`config.mk`:
```
export PLATFORM = sky130hd
export DESIGN_NAME = rop_rect_copy
export DESIGN_NICKNAME = d
export VERILOG_FILES = /design/src/rtl/rce_pkg.sv /design/src/rtl/rce_rop.sv /design/src/rtl/rce_setup.sv /design/src/rtl/rce_walk.sv /design/src/rtl/rop_rect_copy.sv
export SDC_FILE = /design/constraint.sdc
export NUM_CORES = 2
export LEC_CHECK = 0
export ABC_AREA = 0
export BUFFER_PORTS_ARGS = -buffer_cell sky130_fd_sc_hd__buf_2
export CORE_ASPECT_RATIO = 2
export CORE_MARGIN = 3
export CORE_UTILIZATION = 57
export CTS_CLUSTER_SIZE = 24
export DETAILED_ROUTE_END_ITERATION = 8
export PLACE_DENSITY = 0.77
export SLEW_MARGIN = 20
export SYNTH_ARGS = -nofsm -noshare
export SYNTH_HDL_FRONTEND = slang
export SYNTH_SLANG_ARGS = --single-unit
export TNS_END_PERCENT = 30
```
`constraint.sdc`:
```
create_clock -name clk -period 14.5 [get_ports clk]
set_input_delay 0 -clock clk [delete_from_list [all_inputs] [get_ports clk]]
set_output_delay 0 -clock clk [all_outputs]
set_load 0.01 [all_outputs]
```
`src/rtl/rce_pkg.sv`:
```
package rce_pkg;

  typedef enum logic [1:0] {
    ST_IDLE,
    ST_RD_SRC,
    ST_RD_DST,
    ST_WR
  } rce_state_e;

  localparam int DATA_W   = 32;
  localparam int BYTES_W  = DATA_W / 8;
  localparam int COORD_W  = 16;
  localparam logic [15:0] PITCH_MAX = 16'h8000;

  function automatic logic size_ok(input logic [2:0] bpp);
    return (bpp == 3'd1) || (bpp == 3'd2) || (bpp == 3'd4);
  endfunction

  function automatic logic [BYTES_W-1:0] store_mask(input logic [2:0] bpp,
                                                    input logic wa,
                                                    input logic wrgb);
    logic [BYTES_W-1:0] m;
    case (bpp)
      3'd4:    m = {wa, wrgb, wrgb, wrgb};
      3'd2:    m = 4'b0011;
      default: m = 4'b0001;
    endcase
    return m;
  endfunction

endpackage

```
`src/rtl/rce_rop.sv`:
```
module rce_rop #(
  parameter int DW = 32
) (
  input  logic [7:0]    code,
  input  logic [DW-1:0] src,
  input  logic [DW-1:0] dst,
  output logic [DW-1:0] res
);

  // Pattern index bit is tied to zero: only the low nibble of the code is live.
  for (genvar i = 0; i < DW; i++) begin : g_bit
    assign res[i] = code[{1'b0, src[i], dst[i]}];
  end

endmodule

```
`src/rtl/rce_setup.sv`:
```
module rce_setup
  import rce_pkg::*;
#(
  parameter int AW = 24
) (
  input  logic [2:0]         bpp,
  input  logic               wr_alpha,
  input  logic               wr_rgb,
  input  logic [AW-1:0]      src_base,
  input  logic [AW-1:0]      dst_base,
  input  logic [15:0]        src_pitch,
  input  logic [15:0]        dst_pitch,
  input  logic [31:0]        src_xy,
  input  logic [31:0]        dst_xy1,
  input  logic [31:0]        dst_xy2,
  output logic               legal,
  output logic               empty,
  output logic [COORD_W-1:0] width,
  output logic [COORD_W-1:0] height,
  output logic [AW-1:0]      src_start,
  output logic [AW-1:0]      dst_start,
  output logic [AW-1:0]      src_step,
  output logic [AW-1:0]      dst_step,
  output logic [BYTES_W-1:0] be
);

  logic [31:0] src_pitch_sx;
  logic [AW-1:0] bpp_a;

  always_comb begin
    src_pitch_sx = {{16{src_pitch[15]}}, src_pitch};
    bpp_a        = AW'(bpp);

    legal = size_ok(bpp) && (src_pitch[1:0] == 2'b00) &&
            (dst_pitch[1:0] == 2'b00) && (dst_pitch <= PITCH_MAX);
    empty = (dst_xy2[15:0] <= dst_xy1[15:0]) || (dst_xy2[31:16] <= dst_xy1[31:16]);

    width  = dst_xy2[15:0]  - dst_xy1[15:0];
    height = dst_xy2[31:16] - dst_xy1[31:16];

    src_step = AW'(src_pitch_sx);
    dst_step = AW'(dst_pitch);

    src_start = src_base + AW'(src_xy[31:16]) * src_step + AW'(src_xy[15:0]) * bpp_a;
    dst_start = dst_base + AW'(dst_xy1[31:16]) * dst_step + AW'(dst_xy1[15:0]) * bpp_a;

    be = store_mask(bpp, wr_alpha, wr_rgb);
  end

endmodule

```
`src/rtl/rce_walk.sv`:
```
module rce_walk
  import rce_pkg::*;
#(
  parameter int AW = 24
) (
  input  logic               clk,
  input  logic               rst,
  input  logic               load,
  input  logic               step,
  input  logic [2:0]         bpp,
  input  logic [COORD_W-1:0] width,
  input  logic [COORD_W-1:0] height,
  input  logic [AW-1:0]      src_start,
  input  logic [AW-1:0]      dst_start,
  input  logic [AW-1:0]      src_step,
  input  logic [AW-1:0]      dst_step,
  output logic [AW-1:0]      src_ptr,
  output logic [AW-1:0]      dst_ptr,
  output logic               last
);

  logic [COORD_W-1:0] col, row, w_q, h_q;
  logic [AW-1:0] src_row, dst_row, src_stp_q, dst_stp_q, inc_q;
  logic row_end;

  assign row_end = (col == w_q - 16'd1);
  assign last    = row_end && (row == h_q - 16'd1);

  always_ff @(posedge clk) begin
    if (rst) begin
      col <= '0; row <= '0; w_q <= '0; h_q <= '0;
      src_row <= '0; dst_row <= '0; src_ptr <= '0; dst_ptr <= '0;
      src_stp_q <= '0; dst_stp_q <= '0; inc_q <= '0;
    end else if (load) begin
      col <= '0; row <= '0; w_q <= width; h_q <= height;
      src_row <= src_start; src_ptr <= src_start;
      dst_row <= dst_start; dst_ptr <= dst_start;
      src_stp_q <= src_step; dst_stp_q <= dst_step;
      inc_q <= AW'(bpp);
    end else if (step) begin
      if (row_end) begin
        col     <= '0;
        row     <= row + 16'd1;
        src_row <= src_row + src_stp_q;
        src_ptr <= src_row + src_stp_q;
        dst_row <= dst_row + dst_stp_q;
        dst_ptr <= dst_row + dst_stp_q;
      end else begin
        col     <= col + 16'd1;
        src_ptr <= src_ptr + inc_q;
        dst_ptr <= dst_ptr + inc_q;
      end
    end
  end

endmodule

```
`src/rtl/rop_rect_copy.sv`:
```
module rop_rect_copy
  import rce_pkg::*;
#(
  parameter int AW = 24
) (
  input  logic          clk,
  input  logic          rst,
  input  logic          cmd_valid,
  output logic          cmd_ready,
  input  logic [2:0]    cmd_bpp,
  input  logic [7:0]    cmd_rop,
  input  logic          cmd_wr_alpha,
  input  logic          cmd_wr_rgb,
  input  logic [AW-1:0] cmd_src_base,
  input  logic [AW-1:0] cmd_dst_base,
  input  logic [15:0]   cmd_src_pitch,
  input  logic [15:0]   cmd_dst_pitch,
  input  logic [31:0]   cmd_src_xy,
  input  logic [31:0]   cmd_dst_xy1,
  input  logic [31:0]   cmd_dst_xy2,
  output logic          busy,
  output logic          done,
  output logic          err,
  output logic          mem_re,
  output logic          mem_we,
  output logic [AW-1:0] mem_addr,
  output logic [2:0]    mem_size,
  output logic [3:0]    mem_be,
  output logic [31:0]   mem_wdata,
  input  logic [31:0]   mem_rdata
);

  rce_state_e st;
  logic busy_q, done_q, err_q;
  logic [2:0] bpp_q;
  logic [7:0] rop_q;
  logic [BYTES_W-1:0] be_q;
  logic [DATA_W-1:0] src_q, rop_out;

  logic legal, empty, last, load;
  logic [COORD_W-1:0] width, height;
  logic [AW-1:0] src_start, dst_start, src_step, dst_step, src_ptr, dst_ptr;
  logic [BYTES_W-1:0] be_new;

  rce_setup #(.AW(AW)) setup_i (
    .bpp(cmd_bpp), .wr_alpha(cmd_wr_alpha), .wr_rgb(cmd_wr_rgb),
    .src_base(cmd_src_base), .dst_base(cmd_dst_base),
    .src_pitch(cmd_src_pitch), .dst_pitch(cmd_dst_pitch),
    .src_xy(cmd_src_xy), .dst_xy1(cmd_dst_xy1), .dst_xy2(cmd_dst_xy2),
    .legal(legal), .empty(empty), .width(width), .height(height),
    .src_start(src_start), .dst_start(dst_start),
    .src_step(src_step), .dst_step(dst_step), .be(be_new)
  );

  assign load = (st == ST_IDLE) && cmd_valid && legal && !empty;

  rce_walk #(.AW(AW)) walk_i (
    .clk(clk), .rst(rst), .load(load), .step(st == ST_WR),
    .bpp(cmd_bpp), .width(width), .height(height),
    .src_start(src_start), .dst_start(dst_start),
    .src_step(src_step), .dst_step(dst_step),
    .src_ptr(src_ptr), .dst_ptr(dst_ptr), .last(last)
  );

  rce_rop #(.DW(DATA_W)) rop_i (
    .code(rop_q), .src(src_q), .dst(mem_rdata), .res(rop_out)
  );

  always_ff @(posedge clk) begin
    if (rst) begin
      st <= ST_IDLE; busy_q <= 1'b0; done_q <= 1'b0; err_q <= 1'b0;
      bpp_q <= '0; rop_q <= '0; be_q <= '0; src_q <= '0;
    end else begin
      done_q <= 1'b0;
      case (st)
        ST_IDLE: begin
          if (cmd_valid) begin
            bpp_q <= cmd_bpp;
            rop_q <= cmd_rop;
            be_q  <= be_new;
            if (!legal) begin
              done_q <= 1'b1;
              err_q  <= 1'b1;
            end else if (empty) begin
              done_q <= 1'b1;
              err_q  <= 1'b0;
            end else begin
              err_q  <= 1'b0;
              busy_q <= 1'b1;
              st     <= ST_RD_SRC;
            end
          end
        end
        ST_RD_SRC: st <= ST_RD_DST;
        ST_RD_DST: begin
          src_q <= mem_rdata;
          st    <= ST_WR;
        end
        ST_WR: begin
          if (last) begin
            st     <= ST_IDLE;
            busy_q <= 1'b0;
            done_q <= 1'b1;
          end else begin
            st <= ST_RD_SRC;
          end
        end
        default: st <= ST_IDLE;
      endcase
    end
  end

  assign cmd_ready = !busy_q;
  assign busy      = busy_q;
  assign done      = done_q;
  assign err       = err_q;
  assign mem_re    = (st == ST_RD_SRC) || (st == ST_RD_DST);
  assign mem_we    = (st == ST_WR);
  assign mem_addr  = (st == ST_RD_SRC) ? src_ptr : dst_ptr;
  assign mem_size  = bpp_q;
  assign mem_be    = be_q;
  assign mem_wdata = rop_out;

endmodule

```
==> flow_metrics.tcl <==
set metrics [dict create \
    vias 30772 \
    required_ns 14.89 \
    yosys_warnings 0 \
    fin_crit_ns 7.45 \
    ys_seq_area_share_pct 13.7 \
    leakage_nw 18.4 \
    yosysUniqueCellTypes 82 \
    ant_nets 0 \
    final_common_cell "inv_1" \
    path_cells "dlygate4sd3_1 -> buf_2 -> and2_1 -> fa_1 -> inv_1 -> fa_1 -> fa_1 -> inv_1 -> fa_1 -> fa_1 -> fa_1 -> inv_1 -> fa_1 -> inv_1 -> ha_1 -> a21o_1 -> a211o_1 -> a211oi_1 -> o31ai_1 -> a211o_1 -> o31a_1 -> xnor2_1 -> o22ai_1" \
    insertion_delay_ns 0.55 \
    synth_edf_count 0 \
    die_h_um 359 \
    first_pass_iters 5 \
    start_util_pct 58.0 \
    gp_congestion 0.999 \
    ys.flop_type "dfxtp_1" \
    rsz0062_at_grt "no" \
    core_um2 61200 \
    power_density_nw_per_um2 260 \
    status "finished, final reports clean" \
    crit_path_max_incr_delay_ns 0.70 \
    worstMarginPinSlew_ns 1.10 \
    grt_first_pass_wirelength_um 168000 \
    grt_overflow_total 0 \
    syn_to_final_growth_pct 9.85 \
    cp.arrival_ns 7.84 \
    cts_made_buffers 22 \
    wirelength_um 107000 \
    port_buffers 288 \
    utilization_pct 63.7 \
    cts_sinks 243 \
    clockBufferDepth 3 \
    first_global_vias 32140 \
    dp_hpwl_um 83200 \
    worstHoldPathCells 4 \
    clock-root-buffer "clkbuf_16" \
    chipWidth_um 182 \
    synthArstFlopShare_pct 0 \
    layout_common_cells "695 x inv_1, 479 x fa_1, 439 x nand2_1" \
    critical_path.startpoint_type "input pin" \
    drive_above_1_share_pct 10.1 \
    path_class "input pin to register" \
    path_max_fanout 18 \
    crit_top_cell "fa_1" \
    antenna_found_initial 3 \
    power.total_mw 10.1 \
    dp_slack_ns 6.87 \
    nets 5375 \
    worstHoldEndpoint "walk_i.h_q[15]$_SDFFE_PP0P_" \
    grt_max_degree 78 \
    hp-start "cmd_dst_xy2[31]" \
    slew_headroom_pct 26.3 \
    fmaxAchievable_mhz 134 \
    setup_ws_ns 7.05 \
    ys_seq_elements 243 \
    route.detailed.wl_per_inst_um 20.5 \
    grt_util_all_layers_pct 32.5 \
    dieArea_um2 65400 \
    syn_area_um2 35500 \
    reg2regPathDepth 11 \
    final.setup.tns_ns 0 \
    timing.rr.end "walk_i.dst_ptr[15]$_SDFFE_PP0P_" \
    cts.htree.levels 1 \
    min_period_over_period_pct 51.4 \
    hold_slack_ns 0.0126 \
    cts_tree "yes" \
    drv_cap 0 \
    slew_violations 0 \
    viasPerCell 5.91 \
    endpoint_kind "register" \
    finalSetupViolCount 0 \
    drt-initial-drc-count 1838 \
    hold_class "input pin to register" \
    clk_pin_slew_worst_paths_ns 0.07 \
    n_fill_cell 5256 \
    finalHoldViolations 0 \
    drc 0 \
    syn_area_per_cell_um2 8.45 \
    ios 293 \
    ir_worst_vdd_mv 0.305 \
    slowest_stage "a211oi_1" \
    skew_ns 0.0208 \
    cts-resized-gates 0 \
    rows 128 \
    synth_cells 4195 \
    rrSetupSlack_ns 9.53 \
    synth_fp_nets 5160 \
    timing.rr.start "walk_i.w_q[0]$_SDFFE_PP0P_" \
    antenna_cells 0 \
]
registers in the layout, summed over array words and instances (netlist names):
| register | flops |
|---|---|
| walk_i.src_row | 24 |
| st | 2 |
| walk_i.col | 16 |
| walk_i.h_q | 16 |
| done | 1 |
| rop_q | 4 |
| err | 1 |
| busy | 1 |
| walk_i.dst_row | 24 |
| walk_i.row | 16 |
| walk_i.inc_q | 3 |
| walk_i.w_q | 16 |
| mem_be | 4 |
| walk_i.src_ptr | 24 |
| src_q | 32 |
| mem_size | 3 |
| walk_i.dst_ptr | 24 |
| walk_i.src_stp_q | 16 |
| walk_i.dst_stp_q | 16 |
per-stage QoR:
step | instance area (um2) | std cells
after floorplan | 35500 | 4195
after global placement | 37300 | 5088
after detailed placement | 37300 | 5088
after CTS | 39000 | 5206
after global routing | 39000 | 5206
final | 39000 | 5206
final cells by class:
class                      instances  area [um2]  area share [%]
clock inverter                    11         233           0.597
multi-input combinational       3062       27300            70.0
inverter                         695        2610            6.70
timing repair buffer             386        2370            6.10
sequential                       243        4870            12.5
tap                              780         976            2.51
clock buffer                      29         628            1.61
cells in the mapped netlist (50+ instances only):
cell,instances,share of area (%)
nor3_1,60,0.85
mux2i_1,64,1.8
inv_1,695,7.4
dfxtp_1,243,14
xor2_1,80,2.0
nand2_1,440,4.7
o21ai_0,107,1.5
and2_1,356,6.3
fa_1,479,27
xnor2_1,125,3.1
clkbuf_1,163,1.7
nand3_1,74,1.0
ha_1,262,9.2
nor2_1,217,2.3
a21oi_1,222,3.1
a21o_1,50,1.1
metal layers:
layer	global-route usage (%)	wire length, um
met4	19.7	7470
met1	36.3	37600
met5	0	22
met2	58.7	54400
met3	3.80	7090
worst max-delay path, delay by kind of cell:
kind	cells	cell delay, ns
simple gates	1	0.24
fa+ha+maj	8	3.91
xor+xnor	1	0.46
buf+inv	6	1.03
compound gates	7	2.21
cell families (layout without fill, tap and decap cells):
family	count (synthesis)	count (layout)	share of synthesized area (%)
and+or+nand+nor	1323	1323	18.6
buffers and inverters	890	1121	9.47
DFF	243	243	13.7
AOI/OAI and AO/OA	664	664	12.0
adders and majority gates	741	741	36.3
xor gates and xnor gates	205	205	5.06
muxes	129	129	4.89
where the power goes:
group          total, mW  internal (mW)  switching, mW
combinational       8.75           3.51           5.23
clock              0.710          0.430          0.280
sequential         0.679          0.671        0.00815
total               10.1           4.61           5.52
how the worst max path moves through the flow:
stage                     startpoint  depth (start not counted)  slack (ns)                              end
floorplan                 cmd_bpp[2]                         26        8.08  walk_i.src_row[21]$_SDFFE_PP0P_
global placement          cmd_bpp[2]                         23        7.00  walk_i.dst_row[23]$_SDFFE_PP0P_
detailed placement        cmd_bpp[2]                         23        6.87  walk_i.dst_row[23]$_SDFFE_PP0P_
CTS                 cmd_dst_pitch[4]                         23        7.06  walk_i.dst_row[23]$_SDFFE_PP0P_
global route        cmd_dst_pitch[5]                         23        6.82  walk_i.dst_row[23]$_SDFFE_PP0P_
finish              cmd_dst_pitch[4]                         23        7.05  walk_i.dst_row[23]$_SDFFE_PP0P_
timing repair:
item,in CTS,in global routing
endpoints found under the hold margin,85,0
hold buffers,78,0
buffers inserted,0,0
(Power assumes the default switching activity.)
